$ cat config.mk
export PLATFORM = sky130hd
export DESIGN_NAME = crc_unit
export DESIGN_NICKNAME = d
export VERILOG_FILES = /design/src/rtl/crc_unit_pkg.sv /design/src/rtl/crc_ctrl.sv /design/src/rtl/crc_core.sv /design/src/rtl/crc_readback.sv /design/src/rtl/crc_unit.sv
export SDC_FILE = /design/constraint.sdc
export NUM_CORES = 1
export LEC_CHECK = 0
export BUFFER_PORTS_ARGS = -buffer_cell sky130_fd_sc_hd__clkbuf_2
export CAP_MARGIN = 25
export CORE_ASPECT_RATIO = 1.75
export CORE_MARGIN = 8
export CORE_UTILIZATION = 65
export DETAILED_ROUTE_END_ITERATION = 10
export PLACE_DENSITY_LB_ADDON = 0.2
export RECOVER_POWER = 50
export SKIP_LAST_GASP = 1
export SLEW_MARGIN = 10
export SYNTH_ARGS = -nofsm -noshare
export SYNTH_HDL_FRONTEND = slang
export SYNTH_SLANG_ARGS = --single-unit
$ cat constraint.sdc
create_clock -name clk_i -period 5.2 [get_ports clk_i]
set_clock_uncertainty 0.2 [all_clocks]
set_input_delay 0.26 -clock clk_i [delete_from_list [all_inputs] [get_ports clk_i]]
set_output_delay 0.26 -clock clk_i [all_outputs]
set_load 0.02 [all_outputs]
$ cat src/rtl/crc_unit_pkg.sv
package crc_unit_pkg;
  localparam int BYTE_W   = 8;
  localparam int CSUM_W   = 32;
  localparam int NARROW_W = 16;
  localparam int LANES    = CSUM_W / BYTE_W;
  localparam int LANE_W   = $clog2(LANES);
  localparam int ADDR_W   = 3;

  localparam logic [ADDR_W-1:0] OFF_CTRL = 3'd0;
  localparam logic [ADDR_W-1:0] OFF_STAT = 3'd1;
  localparam logic [ADDR_W-1:0] OFF_CSUM = 3'd4;

  // control byte layout, bit 0 at the bottom
  typedef struct packed {
    logic preset;
    logic mem_src;
    logic wide;
    logic enable;
  } ctrl_t;

  function automatic logic [CSUM_W-1:0] rev_bits(input logic [CSUM_W-1:0] v);
    logic [CSUM_W-1:0] r;
    for (int i = 0; i < CSUM_W; i++) r[i] = v[CSUM_W-1-i];
    return r;
  endfunction

  function automatic logic [NARROW_W-1:0] crc16_byte(input logic [NARROW_W-1:0] c,
                                                     input logic [BYTE_W-1:0] d,
                                                     input logic [NARROW_W-1:0] poly);
    logic [NARROW_W-1:0] r;
    r = c ^ {d, {(NARROW_W-BYTE_W){1'b0}}};
    for (int b = 0; b < BYTE_W; b++) r = r[NARROW_W-1] ? ((r << 1) ^ poly) : (r << 1);
    return r;
  endfunction

  function automatic logic [CSUM_W-1:0] crc32r_byte(input logic [CSUM_W-1:0] c,
                                                    input logic [BYTE_W-1:0] d,
                                                    input logic [CSUM_W-1:0] poly);
    logic [CSUM_W-1:0] r;
    r = c ^ {{(CSUM_W-BYTE_W){1'b0}}, d};
    for (int b = 0; b < BYTE_W; b++) r = r[0] ? ((r >> 1) ^ poly) : (r >> 1);
    return r;
  endfunction
endpackage

$ cat src/rtl/crc_ctrl.sv
module crc_ctrl
  import crc_unit_pkg::*;
(
  input  logic  clk_i,
  input  logic  rst_ni,
  input  logic  ctrl_we_i,
  input  ctrl_t ctrl_wdata_i,
  input  logic  data_valid_i,
  input  logic  mem_done_i,
  output logic  en_o,
  output logic  wide_o,
  output logic  mem_src_o,
  output logic  preset_o,
  output logic  busy_o,
  output logic  byte_acc_o
);
  logic en_q, wide_q, mem_q, busy_q, busy_d, en_nxt, start_mem;

  always_ff @(posedge clk_i or negedge rst_ni) begin
    if (!rst_ni) begin
      en_q   <= 1'b0;
      wide_q <= 1'b0;
      mem_q  <= 1'b0;
    end else if (ctrl_we_i) begin
      en_q   <= ctrl_wdata_i.enable;
      wide_q <= ctrl_wdata_i.wide;
      mem_q  <= ctrl_wdata_i.mem_src;
    end
  end

  assign byte_acc_o = en_q & data_valid_i;
  assign preset_o   = ctrl_we_i & ctrl_wdata_i.preset;
  assign en_nxt     = ctrl_we_i ? ctrl_wdata_i.enable : en_q;
  assign start_mem  = ctrl_we_i & ctrl_wdata_i.enable & ctrl_wdata_i.mem_src & ~en_q;

  // disable (abort) and done win over a new start
  always_comb begin
    busy_d = busy_q;
    if (!en_nxt)                      busy_d = 1'b0;
    else if (mem_done_i)              busy_d = 1'b0;
    else if (start_mem || byte_acc_o) busy_d = 1'b1;
  end

  always_ff @(posedge clk_i or negedge rst_ni) begin
    if (!rst_ni) busy_q <= 1'b0;
    else         busy_q <= busy_d;
  end

  assign en_o      = en_q;
  assign wide_o    = wide_q;
  assign mem_src_o = mem_q;
  assign busy_o    = busy_q;

  a_r7_done_clears: assert property (@(posedge clk_i) disable iff (!rst_ni)
    mem_done_i |=> !busy_o);
  a_r7_byte_sets: assert property (@(posedge clk_i) disable iff (!rst_ni)
    byte_acc_o && !mem_done_i && !(ctrl_we_i && !ctrl_wdata_i.enable) |=> busy_o);
  a_r11_abort_clears: assert property (@(posedge clk_i) disable iff (!rst_ni)
    ctrl_we_i && !ctrl_wdata_i.enable |=> !busy_o && !en_o);
endmodule

$ cat src/rtl/crc_core.sv
module crc_core
  import crc_unit_pkg::*;
#(
  parameter logic [NARROW_W-1:0] POLY_NARROW   = 16'h1021,
  parameter logic [CSUM_W-1:0]   POLY_WIDE_REF = 32'hEDB88320
) (
  input  logic              clk_i,
  input  logic              rst_ni,
  input  logic              en_i,
  input  logic              wide_i,
  input  logic              preset_i,
  input  logic              byte_acc_i,
  input  logic [BYTE_W-1:0] data_i,
  input  logic              cs_we_i,
  input  logic [LANE_W-1:0] cs_lane_i,
  input  logic [BYTE_W-1:0] cs_wdata_i,
  output logic [CSUM_W-1:0] cs_o
);
  logic [CSUM_W-1:0] cs_q, cs_d, lane_wr, step_wide, step_narrow;
  logic              wr_ok;

  for (genvar g = 0; g < LANES; g++) begin : g_lane
    assign lane_wr[g*BYTE_W +: BYTE_W] =
      (cs_lane_i == LANE_W'(g)) ? cs_wdata_i : cs_q[g*BYTE_W +: BYTE_W];
  end

  // wide state is kept bit-reversed so the readback transform yields the standard result
  assign step_wide   = rev_bits(crc32r_byte(rev_bits(cs_q), data_i, POLY_WIDE_REF));
  assign step_narrow = {cs_q[CSUM_W-1:NARROW_W],
                        crc16_byte(cs_q[NARROW_W-1:0], data_i, POLY_NARROW)};
  assign wr_ok       = cs_we_i & ~en_i;

  always_comb begin
    cs_d = cs_q;
    if (preset_i)        cs_d = '1;
    else if (wr_ok)      cs_d = lane_wr;
    else if (byte_acc_i) cs_d = wide_i ? step_wide : step_narrow;
  end

  always_ff @(posedge clk_i or negedge rst_ni) begin
    if (!rst_ni) cs_q <= '0;
    else         cs_q <= cs_d;
  end

  assign cs_o = cs_q;

  a_r2_preset_ones: assert property (@(posedge clk_i) disable iff (!rst_ni)
    preset_i |=> cs_o == '1);
  a_r4_write_ignored: assert property (@(posedge clk_i) disable iff (!rst_ni)
    cs_we_i && en_i && !preset_i && !byte_acc_i |=> $stable(cs_o));
  a_r10_upper_held: assert property (@(posedge clk_i) disable iff (!rst_ni)
    byte_acc_i && !wide_i && !preset_i |=> $stable(cs_o[CSUM_W-1:NARROW_W]));
  a_r12_idle_hold: assert property (@(posedge clk_i) disable iff (!rst_ni)
    !en_i && !cs_we_i && !preset_i |=> $stable(cs_o));
endmodule

$ cat src/rtl/crc_readback.sv
module crc_readback
  import crc_unit_pkg::*;
(
  input  logic [CSUM_W-1:0] cs_i,
  input  logic              wide_i,
  input  logic              mem_src_i,
  input  logic              busy_i,
  output logic [CSUM_W-1:0] view_o
);
  always_comb begin
    if (mem_src_i && busy_i)  view_o = '0;
    else if (wide_i && !busy_i) view_o = ~rev_bits(cs_i);
    else if (wide_i)          view_o = cs_i;
    else                      view_o = {{(CSUM_W-NARROW_W){1'b0}}, cs_i[NARROW_W-1:0]};
  end
endmodule

$ cat src/rtl/crc_unit.sv
module crc_unit
  import crc_unit_pkg::*;
#(
  parameter logic [NARROW_W-1:0] POLY_NARROW   = 16'h1021,
  parameter logic [CSUM_W-1:0]   POLY_WIDE_REF = 32'hEDB88320
) (
  input  logic              clk_i,
  input  logic              rst_ni,
  input  logic [ADDR_W-1:0] reg_addr_i,
  input  logic              reg_we_i,
  input  logic [BYTE_W-1:0] reg_wdata_i,
  output logic [BYTE_W-1:0] reg_rdata_o,
  input  logic              byte_valid_i,
  input  logic [BYTE_W-1:0] byte_i,
  input  logic              mem_done_i
);
  logic              en, wide, mem_src, preset, busy, byte_acc, ctrl_we, cs_we, is_cs;
  logic [LANE_W-1:0] lane;
  logic [CSUM_W-1:0] cs, view;
  ctrl_t             ctrl_wdata;

  assign is_cs      = reg_addr_i >= OFF_CSUM;
  assign lane       = reg_addr_i[LANE_W-1:0];
  assign ctrl_we    = reg_we_i & (reg_addr_i == OFF_CTRL);
  assign cs_we      = reg_we_i & is_cs;
  assign ctrl_wdata = ctrl_t'(reg_wdata_i[$bits(ctrl_t)-1:0]);

  crc_ctrl i_ctrl (
    .clk_i, .rst_ni,
    .ctrl_we_i   (ctrl_we),
    .ctrl_wdata_i(ctrl_wdata),
    .data_valid_i(byte_valid_i),
    .mem_done_i,
    .en_o        (en),
    .wide_o      (wide),
    .mem_src_o   (mem_src),
    .preset_o    (preset),
    .busy_o      (busy),
    .byte_acc_o  (byte_acc)
  );

  crc_core #(.POLY_NARROW(POLY_NARROW), .POLY_WIDE_REF(POLY_WIDE_REF)) i_core (
    .clk_i, .rst_ni,
    .en_i      (en),
    .wide_i    (wide),
    .preset_i  (preset),
    .byte_acc_i(byte_acc),
    .data_i    (byte_i),
    .cs_we_i   (cs_we),
    .cs_lane_i (lane),
    .cs_wdata_i(reg_wdata_i),
    .cs_o      (cs)
  );

  crc_readback i_readback (
    .cs_i     (cs),
    .wide_i   (wide),
    .mem_src_i(mem_src),
    .busy_i   (busy),
    .view_o   (view)
  );

  always_comb begin
    reg_rdata_o = '0;
    if (reg_addr_i == OFF_CTRL)      reg_rdata_o[2:0] = {mem_src, wide, en};
    else if (reg_addr_i == OFF_STAT) reg_rdata_o[0]   = busy;
    else if (is_cs)                  reg_rdata_o      = view[lane*BYTE_W +: BYTE_W];
  end

  a_r8_mem_busy_zero: assert property (@(posedge clk_i) disable iff (!rst_ni)
    mem_src && busy |-> view == '0);
  a_r6_final_transform: assert property (@(posedge clk_i) disable iff (!rst_ni)
    wide && !busy |-> rev_bits(~view) == cs);
  a_r10_upper_reads_zero: assert property (@(posedge clk_i) disable iff (!rst_ni)
    !wide |-> view[CSUM_W-1:NARROW_W] == '0);
endmodule

# --- Word-level counts from Yosys, hierarchy flattened ---
# Index checks and enable logic that the tools add are counted.
op_classes:
  addsub: 0
  n_shift: 1
  muxes: 36
  div: 0
  multipliers: 0
  n_reduce_logical: 12
  eq_ne: 9
  order_cmp: 1
  bitwise_logic: 28
op_table:
  columns: ["operator", "count"]
  rows:
  - ["32-bit 2-to-1 mux", 15]
  - ["13-bit inverter with 14-bit output", 8]
  - ["13-bit 2-to-1 mux", 8]
  - ["8-bit 2-to-1 mux", 5]
  - ["32-bit inverter", 1]
  - ["32-bit by 6-bit variable part select with 8-bit output", 1]
  - ["32-bit by 8-bit XOR with 32-bit output", 1]
  - ["3-bit inverter", 8]
  - ["16-bit XOR", 1]
  - ["3-bit by 2-bit != test with 1-bit output (second input constant)", 4]
  - ["1-bit AND", 8]
  - ["7-bit 2-to-1 mux", 1]
  - ["3-bit AND reduction", 2]
  - ["3-bit nonzero test", 2]
  - ["1-bit 2-to-1 mux", 5]
  - ["5-bit 2-to-1 mux", 1]
  - ["2-bit equality test (second input constant)", 2]
  - ["2-bit AND reduction", 2]
  - ["3-bit by 1-bit equality test with 1-bit output (second input constant)", 1]
  - ["3-bit greater-or-equal comparator (second input constant)", 1]
  - ["3-bit logical NOT", 1]
  - ["3-bit 2-to-1 mux", 1]
  - ["3-bit != test (second input constant)", 1]
  - ["2-bit by 1-bit equality test with 1-bit output (second input constant)", 1]
  - ["5 further kinds", 6]
totals:
  out_inout_bits: 8
  romBits: 0
  reg_bits: 36
  n_memories: 0
  latch_bits: 0
  wordCells: 95
  mem_bits_rw: 0

# --- Depth between registers and ports, before layout ---
# Gate-level depths: netlist (run 1).
depth:
  depth_word: 21
  ltp_mapped: 8

# --- Hierarchy ---
# Synthesis (run 1) repeated with hierarchy kept, for this count alone.
unflattened:
  hier_cells: 442
  hier_area_um2: 3788.6
by_module_without_submodules:
  columns: ["mod", "instances", "seq_area_each_um2", "area_per_inst_um2", "cells_per_inst"]
  rows:
  - ["crc_core", 1, 800.8, 2623.8, 277]
  - ["crc_readback", 1, 0.0, 684.4, 124]
  - ["crc_unit", 1, 0.0, 305.3, 29]
  - ["crc_ctrl", 1, 100.1, 175.2, 12]

# --- Worst setup path after synthesis (run 1) ---
# OpenSTA, ideal clock, no wires.
synth_path:
  path_kind: "reg-to-output"
  startpoint: "reg i_ctrl.busy_q (netlist: i_ctrl.busy_o)"
  endpoint: "out reg_rdata_o[2]"
  t_required_ns: 4.740
  setup_slack_ns: 2.930
  arrival_ns: 1.810
  path_buffers: 2
  stages_incl_launch_ff: 8
  path_cell_list: "dfrtp_1 > nand2b_1 > clkbuf_1 > clkbuf_1 > nand2_1 > o211ai_1 > nand3_1 > o21ai_0"
synth_via:
  elab_chain_cells: 8
  elab_cells_between_ends: 9
synth_lines:
  columns: ["element", "line_no", "rtl"]
  rows:
  - ["start: declaration", "crc_ctrl.sv:17", "logic en_q, wide_q, mem_q, busy_q, busy_d, en_nxt, start_mem;"]
  - ["start signal: assignment", "crc_ctrl.sv:46", "else busy_q <= busy_d;"]
  - ["1-bit logical NOT", "crc_readback.sv:12", "else if (wide_i && !busy_i) view_o = ~rev_bits(cs_i);"]
  - ["1-bit logical AND", "crc_readback.sv:12", null]
  - ["32-bit 2-to-1 mux", "crc_readback.sv:12", null]
  - ["32-bit 2-to-1 mux (*)", "crc_readback.sv:11", "if (mem_src_i && busy_i) view_o = '0;"]
  - ["32-bit by 6-bit variable part select with 8-bit output (*)", "crc_unit.sv:67", "else if (is_cs) reg_rdata_o = view[lane*BYTE_W +: BYTE_W];"]
  - ["8-bit 2-to-1 mux (*)", "crc_unit.sv:67", null]
  - ["7-bit 2-to-1 mux (*)", "crc_unit.sv:66", "else if (reg_addr_i == OFF_STAT) reg_rdata_o[0] = busy;"]
  - ["3-bit 2-to-1 mux (*)", "crc_unit.sv:65", "if (reg_addr_i == OFF_CTRL) reg_rdata_o[2:0] = {mem_src, wide, en};"]
  - ["end: declaration", "crc_unit.sv:12", "output logic [BYTE_W-1:0] reg_rdata_o,"]
# Mark *: on every way between the ends. The rest lies on a longest branch, timed or not.

# --- Worst setup path in the final report (run 1) ---
layout_path:
  startpoint: "reg i_ctrl.busy_q (netlist: i_ctrl.busy_o)"
  endpoint: "out reg_rdata_o[3]"
layout_via:
  elab_chain_cells: 8
  elab_cells_between_ends: 9
layout_lines:
  columns: ["element", "line_no"]
  rows:
  - ["1-bit logical NOT", "crc_readback.sv:12"]
  - ["1-bit logical AND", "crc_readback.sv:12"]
  - ["32-bit 2-to-1 mux", "crc_readback.sv:12"]
  - ["32-bit 2-to-1 mux (*)", "crc_readback.sv:11"]
  - ["32-bit by 6-bit variable part select with 8-bit output (*)", "crc_unit.sv:67"]
  - ["8-bit 2-to-1 mux (*)", "crc_unit.sv:67"]
  - ["7-bit 2-to-1 mux (*)", "crc_unit.sv:66"]
  - ["5-bit 2-to-1 mux (*)", "crc_unit.sv:65"]
# Marked as above.

==> impl_metrics.ini, run 1 <==
[sta]
clock.fmax_mhz = 331.1
worstMarginPinSlew_ps = 1417
setup_ws_ps = 2180
min_period_over_period = 0.5808
drv_slew = 0
setup-violations-final = 0
rsz0062_at_grt = no
setup_tns_ps = 0
relSlewSlack = 0.05505
fin_crit_ps = 3020
hold_viol = 0

[global_routing]
grt_pass1_wl_mm = 16.60
antenna_found_initial = 0
grt_max_degree = 40
grt-ovfl-total = 0
grt_use_total = 0.2775
grt_pass1_vias = 3157

[finish]
drive_above_1_share = 0.1485
stdcell_count = 485
nets = 454
antenna_cells = 0
n_fill_cell = 397
final_area_um2 = 3631
area_growth_pct = 9.799

[clock_tree]
cts.clk_slew.worst_paths_ps = 80
cts_buffers = 5
cts.htree.levels = 2
clk_latency_ps = 310
cts_buffer_depth = 2
cts_setup_buffers = 0
cts_tree = yes
cts.sinks = 36
cts_root_buffer = clkbuf_8

[place]
gp_congestion = 0.9536
placed_area_um2 = 3478
port_buffers = 31
dp_hpwl_mm = 7.763
dp_cells = 474
place_ws_ps = 2116

[power]
powerDensity_nw_per_um2 = 864.3
seqPwrFrac = 0.212
pwr-share-comb = 0.698
leakage_nw = 1.480
peakVddDrop_mv = 0.7292
swShare = 0.4787
power.share.clock = 0.089
p_switching_mw = 1.502
p_int_mw = 1.636
total_power_mw = 3.138

[yosys]
synth_cell_types = 40
synth_edf_count = 0
synth_nets = 431
async_reset_ff_frac = 1.000
ys.flop_type = dfrtp_1
syn_area_um2 = 3307
synth_top_area_cell = dfrtp_1
syn_avg_cell_area_um2 = 8.125
post-synth-top-count-cell = nor2_1
synthTopCellsByCount = 58 x nor2_1, 54 x xnor2_1, 52 x nand2_1
ys_seq_area_frac = 0.2724
synth_top_cell_area_share = 0.2724
synthesis.instances = 407
yosys-top-cells-area = dfrtp_1 27%, xnor2_1 14%, nor2_1 6.6%
ys_warn_count = 0
ys_seq_elements = 36

[drt]
wl_mm = 10.67
drtIter0Drc = 376
postRouteAntennaNets = 0
routed_via_density = 6.668
drtPass1Iterations = 5
avgRoutedWirePerCell_um = 22.00
drc = 0
via_count = 3234

[critical_path]
cpPeakStageDelay_ps = 900
cp.arrival_ps = 2560
crit_path_max_fanout = 31
path_buf_inv = 2
end_kind = output pin
path_class = register to output pin
critPathRequiredTime_ps = 4740
cp_cell_sequence = nand2b_1 > buf_8 > a21oi_1 > a221o_1 > a31oi_1 > clkbuf_2
critPathSlowestCell = dfrtp_1
crit_family = flip-flops
critPathLaunchType = register

[die]
io_pins = 32
std_cell_rows = 34
initial_core_util = 0.6701
core_area_um2 = 4935
die-area_um2 = 7716
die_x_um = 69.92
dieHeight_um = 110.4

[min_path]
min_path_type = input pin to register

[flow_run]
maxCapViolations = 0

[status]
status = finished clean
-- what timing repair did --
action | 4_1_cts | 5_1_grt
endpoints found under the hold margin | 36 | 0
resized for setup | 0 | 0
endpoints found under the setup margin | 0 | 0
hold buffers | 1 | 0
-- path summary, 6_finish.rpt --
kind	startpoint	end	slack [ps]	depth (start not counted)
min in group asynchronous	rst_ni	i_core.cs_o[20]	330	2
max in group asynchronous	rst_ni	i_core.cs_o[1]	2710	3
worst max-delay path	i_ctrl.busy_o	reg_rdata_o[3]	2180	6
worst min-delay path	mem_done_i	i_ctrl.busy_o	10	3
worst max register to register	i_core.cs_o[28]	i_core.cs_o[5]	2580	6
worst min register to register	i_ctrl.mem_src_o	i_ctrl.mem_src_o	370	1
-- cell families (layout without fill, tap and decap cells) --
group,after synthesis,in the layout,share of synthesized area
DFF,36,36,0.2724
buffers and inverters,30,54,0.03481
muxes,10,10,0.04010
xor gates and xnor gates,84,84,0.2807
and+or+nand+nor,133,133,0.1650
AOI/OAI and AO/OA,114,114,0.2070
-- placed cells by master (no fill, tap or decap), types with 3 or more instances in the layout --
cell	count
xnor2_2	4
nand2_1	52
o211ai_1	5
o22ai_1	5
o21ai_0	21
a211oi_1	11
dfrtp_1	36
a21oi_1	38
clkbuf_8	7
mux2_2	6
nand2b_1	3
clkbuf_1	3
a221o_1	3
xor2_1	15
nor2b_1	3
xnor2_4	4
nand3_1	10
xnor2_1	54
nor2_1	58
clkbuf_2	29
a31oi_1	23
inv_1	8
buf_4	3
-- worst register-to-register path, delay by kind of cell (launching register included) --
| family | cells | cell delay (ps) |
|---|---|---|
| compound gates | 1 | 170 |
| xor+xnor | 4 | 1390 |
| mux | 1 | 290 |
| flops | 1 | 480 |
-- layer usage --
layer / up-vias / share of wire / GRT usage
met5: - / 0 / 0
met4: 0 / 0.067 / 0.2150
met3: 53 / 0.063 / 0.05197
met2: 164 / 0.52 / 0.4820
met1: 1554 / 0.35 / 0.2917
li1: 1463 / - / -
-- power by group through the flow --
stage                     Combinational [mW]  Sequential [mW]  Clock (mW)
final                                   2.19            0.666       0.280
after global routing                    2.35            0.675       0.289
after CTS                               2.15            0.657       0.278
after detailed placement                2.11            0.663           0
after global placement                  2.07            0.660           0
after floorplan                         1.76            0.557           0
-- area by class of cell --
cell class | count | area (um2) | area share
timing repair buffer | 38 | 215.2 | 0.05927
clock buffer | 7 | 96.34 | 0.02653
tap | 54 | 67.56 | 0.01861
sequential | 36 | 900.9 | 0.2481
clock inverter | 1 | 30.03 | 0.008270
inverter | 8 | 30.03 | 0.008270
multi-input combinational | 341 | 2291 | 0.6309
-- flip-flops by register name, summed over array words and instances, names as in the netlist --
name / flops
i_ctrl.wide_o: 1
i_ctrl.mem_src_o: 1
i_core.cs_o: 32
i_ctrl.en_o: 1
i_ctrl.busy_o: 1
-- per-stage QoR --
step                utilization  hold slack, ps
global route             0.7358           24.76
floorplan                     -          -235.6
global placement         0.7026           229.0
CTS                      0.7325           20.56
detailed placement       0.7049           240.0
finish                   0.7358           13.03
Note: power is estimated with default switching activity, not from simulation.
==> inputs of run 2 (changes only) <==
- ABC_AREA: default -> 1
- CORE_UTILIZATION: 65 -> 56
- clock period: 5.2 -> 2.73 ns (I/O delays scaled with it)
==> run 2 against run 1 <==
  * Critical path depth rose by 3
  * Flip-flop and latch count did not move
  * Sequential power rose by 89%
  * Clock power rose by 110%
  * Synthesized cell count rose by 62%
  * Total power rose by 73%
  * Global-route usage rose by 4.0 points
  * Hold slack improved by 63 ps
  * Critical endpoint is now i_ctrl.busy_o
==> impl_metrics.ini, run 2 <==
[sta]
fin_crit_ps = 2512
whs_ps = 76.19
relSlewSlack = 0.1030
hold_viol = 0
rsz0062_at_grt = no
setup_ws_ps = 218.4
worstMarginPinSlew_ps = 1346
drv_slew = 0
min_period_over_period = 0.9200
setup-violations-final = 0
clock.fmax_mhz = 398.1
setup_tns_ps = 0

[die]
initial_core_util = 0.5776
die_x_um = 79.57
io_pins = 32
die-area_um2 = 10120
dieHeight_um = 127.2
core_area_um2 = 6857
std_cell_rows = 40

[yosys]
ys_seq_elements = 36
ys_warn_count = 0
synth_cell_types = 37
ys_seq_area_frac = 0.2275
ys.flop_type = dfrtp_1
synth_top_area_cell = dfrtp_1
synthesis.instances = 660
yosys-top-cells-area = dfrtp_1 23%, nand2_1 22%, nand3_1 6.7%
post-synth-top-count-cell = nand2_1
synth_edf_count = 0
async_reset_ff_frac = 1.000
synth_nets = 684
syn_area_um2 = 3960
syn_avg_cell_area_um2 = 6.000
synth_top_cell_area_share = 0.2275
synthTopCellsByCount = 232 x nand2_1, 67 x inv_1, 53 x nand3_1, 53 x nor2_1

[clock_tree]
cts_buffers = 5
cts.repair.resized = 0
cts.sinks = 36
clk_latency_ps = 290
cts_buffer_depth = 2
cts.clk_slew.worst_paths_ps = 60
cts_root_buffer = clkbuf_16
cts_tree = yes
cts.htree.levels = 2

[power]
swShare = 0.5740
pwr-share-comb = 0.657
powerDensity_nw_per_um2 = 1243
power.share.clock = 0.111
p_switching_mw = 3.110
peakVddDrop_mv = 0.5809
seqPwrFrac = 0.232
total_power_mw = 5.419
p_int_mw = 2.309
leakage_nw = 2.350

[finish]
n_fill_cell = 667
drive_above_1_share = 0.1193
largest_register_ffs = 32
nets = 719
area_growth_pct = 10.11
mostFrequentLayoutCells = 232 x nand2_1, 67 x inv_1, 55 x nor2_1, 53 x nand3_1
antenna_cells = 0
layout_commonest_cell = nand2_1

[critical_path]
path_class = input pin to register
crit_family = simple AND/OR/NAND/NOR gates
crit_path_max_fanout = 11
cpPeakStageDelay_ps = 580
cp_cell_sequence = clkbuf_2 > nor2_1 > nand2_4 > nor2_1 > nand2_1 > o21ai_0 > nand2_1 > a31oi_1 > dlygate4sd3_1
reg2reg_to = i_core.cs_o[6]
critPathRequiredTime_ps = 2760
critPathSlowestCell = nor2_1
path_buf_inv = 2
cp.arrival_ps = 2540
critical_path.startpoint = reg_addr_i[1]
end_kind = register
timing.rr.start = i_core.cs_o[30]
reg2reg_depth = 13
regToRegSetupSlack_ps = 450
critPathLaunchType = input pin

[place]
port_buffers = 31
gp_congestion = 1.080
place_ws_ps = 529.9
dp_hpwl_mm = 12.05

[global_routing]
grtUsageMet1 = 0.3590
grt_most_used_layer = met2
grt_use_total = 0.3177
grt_pass1_wl_mm = 24.46
grt.met2_usage = 0.5212
grt_max_degree = 38
met3_usage = 0.05829
grt-ovfl-total = 0
antenna_found_initial = 0
grt_pass1_vias = 4477

[drt]
avgRoutedWirePerCell_um = 20.30
postRouteAntennaNets = 0
drc = 0
routed_via_density = 6.110
wl_mm = 15.84
drtIter0Drc = 590
via_count = 4766
drtPass1Iterations = 7

[min_path]
hold_start = reg_wdata_i[4]
whs_endpoint = i_core.cs_o[12]
min_path_type = input pin to register
hold_path_depth = 5

[flow_run]
maxCapViolations = 0

[status]
status = finished clean
## run 2: cell types whose count changed in the layout (fill, tap and decap cells not counted), sizes merged, moves of 5 or more
cell / delta
inv: +73
nand2: +192
xor2: +12
mux2: -6
dlygate4sd3: +5
nand3: +44
o221ai: +10
o22ai: -5
xnor2: -48
a31oi: -5
o21ai: +24
a211oi: -10
## run 2: what timing repair did
| item | CTS | global route |
|---|---|---|
| setup buffers | 0 | 0 |
| hold buffers | 6 | 0 |
| endpoints found under the hold margin | 40 | 0 |
## run 2: how the worst max path moves through the flow
| stage | end | slack, ps | cells after the start |
|---|---|---|---|
| floorplan | reg_rdata_o[4] | 830 | 7 |
| global placement | i_core.cs_o[6] | 580 | 13 |
| detailed placement | i_core.cs_o[6] | 530 | 13 |
| CTS | reg_rdata_o[0] | 300 | 7 |
| global route | i_ctrl.busy_o | 90 | 9 |
| finish | i_ctrl.busy_o | 220 | 9 |
## run 2: cell families (layout without fill, tap and decap cells)
| family | Yosys count | count (layout) | synth area share |
|---|---|---|---|
| flip-flops | 36 | 36 | 0.2275 |
| AND/OR/NAND/NOR | 360 | 360 | 0.3864 |
| XOR/XNOR | 43 | 43 | 0.09700 |
| buffers and inverters | 98 | 134 | 0.1020 |
| AO/OA/AOI/OAI | 123 | 123 | 0.1870 |
## run 2: through the flow
stage	instance area [um2]	instances	util
after floorplan	3960	660	-
after global placement	4173	765	0.6086
after detailed placement	4173	765	0.6086
after CTS	4382	779	0.6391
after global routing	4360	780	0.6359
final	4360	780	0.6359
## run 2: final cells by class
type                            instances  area, um2  area share
Inverter                               81      304.0     0.06973
Multi-Input combinational cell        526       2623      0.6014
Clock inverter                          2      10.01    0.002296
Timing Repair Buffer                   45      279.0     0.06399
Clock buffer                            6      138.9     0.03185
Sequential cell                        36      900.9      0.2066
Tap cell                               84      105.1     0.02410
## run 2: worst register-to-register path, stage by stage, from the launching register on
cell	delay (ps)
dfrtp_1	480
inv_2	130
nand2_1	80
nand2_2	210
nand2_1	110
nand2_2	240
nand2_1	100
nand2_1	190
inv_1	60
nand2_1	60
nand3_1	80
nand2_1	80
nand2_1	60
a21oi_1	140
## run 2: power groups by stage
stage	clock network [mW]	registers, mW	logic [mW]
after floorplan	0	1.02	2.59
after global placement	0	1.22	3.40
after detailed placement	0	1.22	3.44
after CTS	0.601	1.22	3.46
after global routing	0.613	1.27	3.94
final	0.601	1.26	3.56
## run 2: per-layer routing
metal	wire length, um	part of all wire	vias to the layer above
li1	-	-	2198
met1	5721	0.36	2209
met2	7719	0.49	292
met3	1290	0.081	67
met4	1104	0.070	0
met5	0	0	-
==> inputs of run 3 (changes only) <==
- CELL_PAD_IN_SITES_DETAIL_PLACEMENT: default -> 1
- CELL_PAD_IN_SITES_GLOBAL_PLACEMENT: default -> 1
- CORE_UTILIZATION: 56 -> 39
- GPL_ROUTABILITY_DRIVEN: default -> 1
==> run 3 against run 2 <==
  * Maximum frequency about the same
  * Global-route usage down 4.9 points
  * Sequential share of layout area down 0.33 points
  * Total power rose by 2.3%
  * Via count grew 0.84%
  * Critical path depth increased by 1
  * Critical endpoint is now i_core.cs_o[0]
  * Largest cell class unchanged
  * Largest power group unchanged
==> impl_metrics.ini, run 3 (synthesis gave the netlist of run 2 again) <==
[status]
status = finished clean

[sta]
rsz0062_at_grt = no
drv_slew = 0
setup_ws_ps = 220.7
fin_crit_ps = 2509
clock.fmax_mhz = 398.5
relSlewSlack = 0.09729
worstMarginPinSlew_ps = 1352
setup_tns_ps = 0
min_period_over_period = 0.9191
hold_viol = 0
setup-violations-final = 0

[finish]
layout_commonest_cell = nand2_1
nets = 723
stdcell_count = 824
fin_util = 0.4499
mostFrequentLayoutCells = 233 x nand2_1, 67 x inv_1, 54 x nor2_1, 53 x nand3_1
area_growth_pct = 11.91
largest_register_ffs = 32
drive_above_1_share = 0.1216
n_fill_cell = 1389
multi_input_area_um2 = 2631
antenna_cells = 0
regArea_um2 = 900.9

[critical_path]
crit_path_max_fanout = 11
cp.arrival_ps = 2460
path_class = input pin to register
critPathLaunchType = input pin
end_kind = register
critPathRequiredTime_ps = 2680

[power]
swShare = 0.5825
leakage_nw = 2.361
p_switching_mw = 3.228
peakVddDrop_mv = 0.3972
p_int_mw = 2.314
powerDensity_nw_per_um2 = 1251
seqPwrFrac = 0.222
total_power_mw = 5.543
power.share.clock = 0.105
pwr-share-comb = 0.673

[place]
dp_cells = 811
gp_congestion = 1.008
place_ws_ps = 459.7
port_buffers = 31
dp_hpwl_mm = 14.56

[drt]
wl_mm = 18.29
routed_via_density = 5.833
drtPass1Iterations = 5
postRouteAntennaNets = 0
drtIter0Drc = 318
drc = 0
avgRoutedWirePerCell_um = 22.19
via_count = 4806

[clock_tree]
cts_buffer_depth = 2
clk_latency_ps = 290
cts_buffers = 5
cts.sinks = 36
cts.htree.levels = 2
cts.clk_slew.worst_paths_ps = 60
cts_root_buffer = clkbuf_16
cts_tree = yes

[global_routing]
grt-ovfl-total = 0
grt_pass1_wl_mm = 28.08
grt_pass1_vias = 4996
antenna_found_initial = 0
grt_use_total = 0.2686
grt_max_degree = 38

[die]
core_area_um2 = 9849
dieHeight_um = 149.3
die_x_um = 92.17
initial_core_util = 0.4021
io_pins = 32
std_cell_rows = 48
die-area_um2 = 13760

[flow_run]
maxCapViolations = 0

[min_path]
min_path_type = input pin to register
[run 3: cell types whose count changed in the layout (fill, tap and decap cells not counted), sizes merged]
cell          before  now
dlygate4sd3        6    5
clkinv             2    1
dlymetal6s2s       0    1
dlymetal6s4s       1    0
buf                7   12
[run 3: stage by stage]
stage	area (um2)	hold slack, ps
final	4432	42.72
after global routing	4432	64.00
after global placement	4262	152.7
after floorplan	3960	-359.1
after CTS	4446	42.97
after detailed placement	4262	166.0
[run 3: routing by layer]
layer | vias up | track usage | part of all wire
met5 | - | 0 | 0
met3 | 74 | 0.03075 | 0.052
met2 | 227 | 0.4763 | 0.49
li1 | 2210 | - | -
met4 | 0 | 0.2328 | 0.092
met1 | 2295 | 0.2714 | 0.36
[run 3: worst max-delay path, cell delays in order]
cell       delay, ps
clkbuf_1         260
nor2_1           610
nand2_1          320
nor2_8           240
nand2_4          140
nand3_4          120
o21ai_2          140
inv_2            250
nand2_1           80
a2bb2oi_1        140
[run 3: repair_timing]
action	4_1_cts	5_1_grt
gates resized for setup	0	0
hold buffers	5	0
hold endpoints to repair	40	0
setup buffers	0	0
[run 3: final cells by class]
type	count	area share
Timing Repair Buffer	49	0.06889
Tap cell	125	0.03529
Clock inverter	1	0.001129
Multi-Input combinational cell	526	0.5937
Clock buffer	6	0.02908
Sequential cell	36	0.2033
Inverter	81	0.06861
[run 3: power groups by stage]
stage / clock network [mW] / registers, mW / logic [mW]
finish: 0.583 / 1.23 / 3.73
global route: 0.597 / 1.24 / 4.10
CTS: 0.586 / 1.21 / 3.69
global placement: 0 / 1.20 / 3.55
detailed placement: 0 / 1.22 / 3.66
floorplan: 0 / 1.02 / 2.59
[run 3: path summary, 6_finish.rpt]
path | endpoint | slack [ps] | from | cells after the start
worst min-delay path | i_ctrl.busy_o | 40 | byte_valid_i | 3
max in group asynchronous | i_core.cs_o[14] | 430 | rst_ni | 3
min in group asynchronous | i_core.cs_o[19] | 180 | rst_ni | 2
worst max register to register | i_core.cs_o[24] | 400 | i_core.cs_o[31] | 10
worst max-delay path | i_core.cs_o[0] | 220 | reg_addr_i[1] | 10
worst min register to register | i_ctrl.mem_src_o | 390 | i_ctrl.mem_src_o | 2
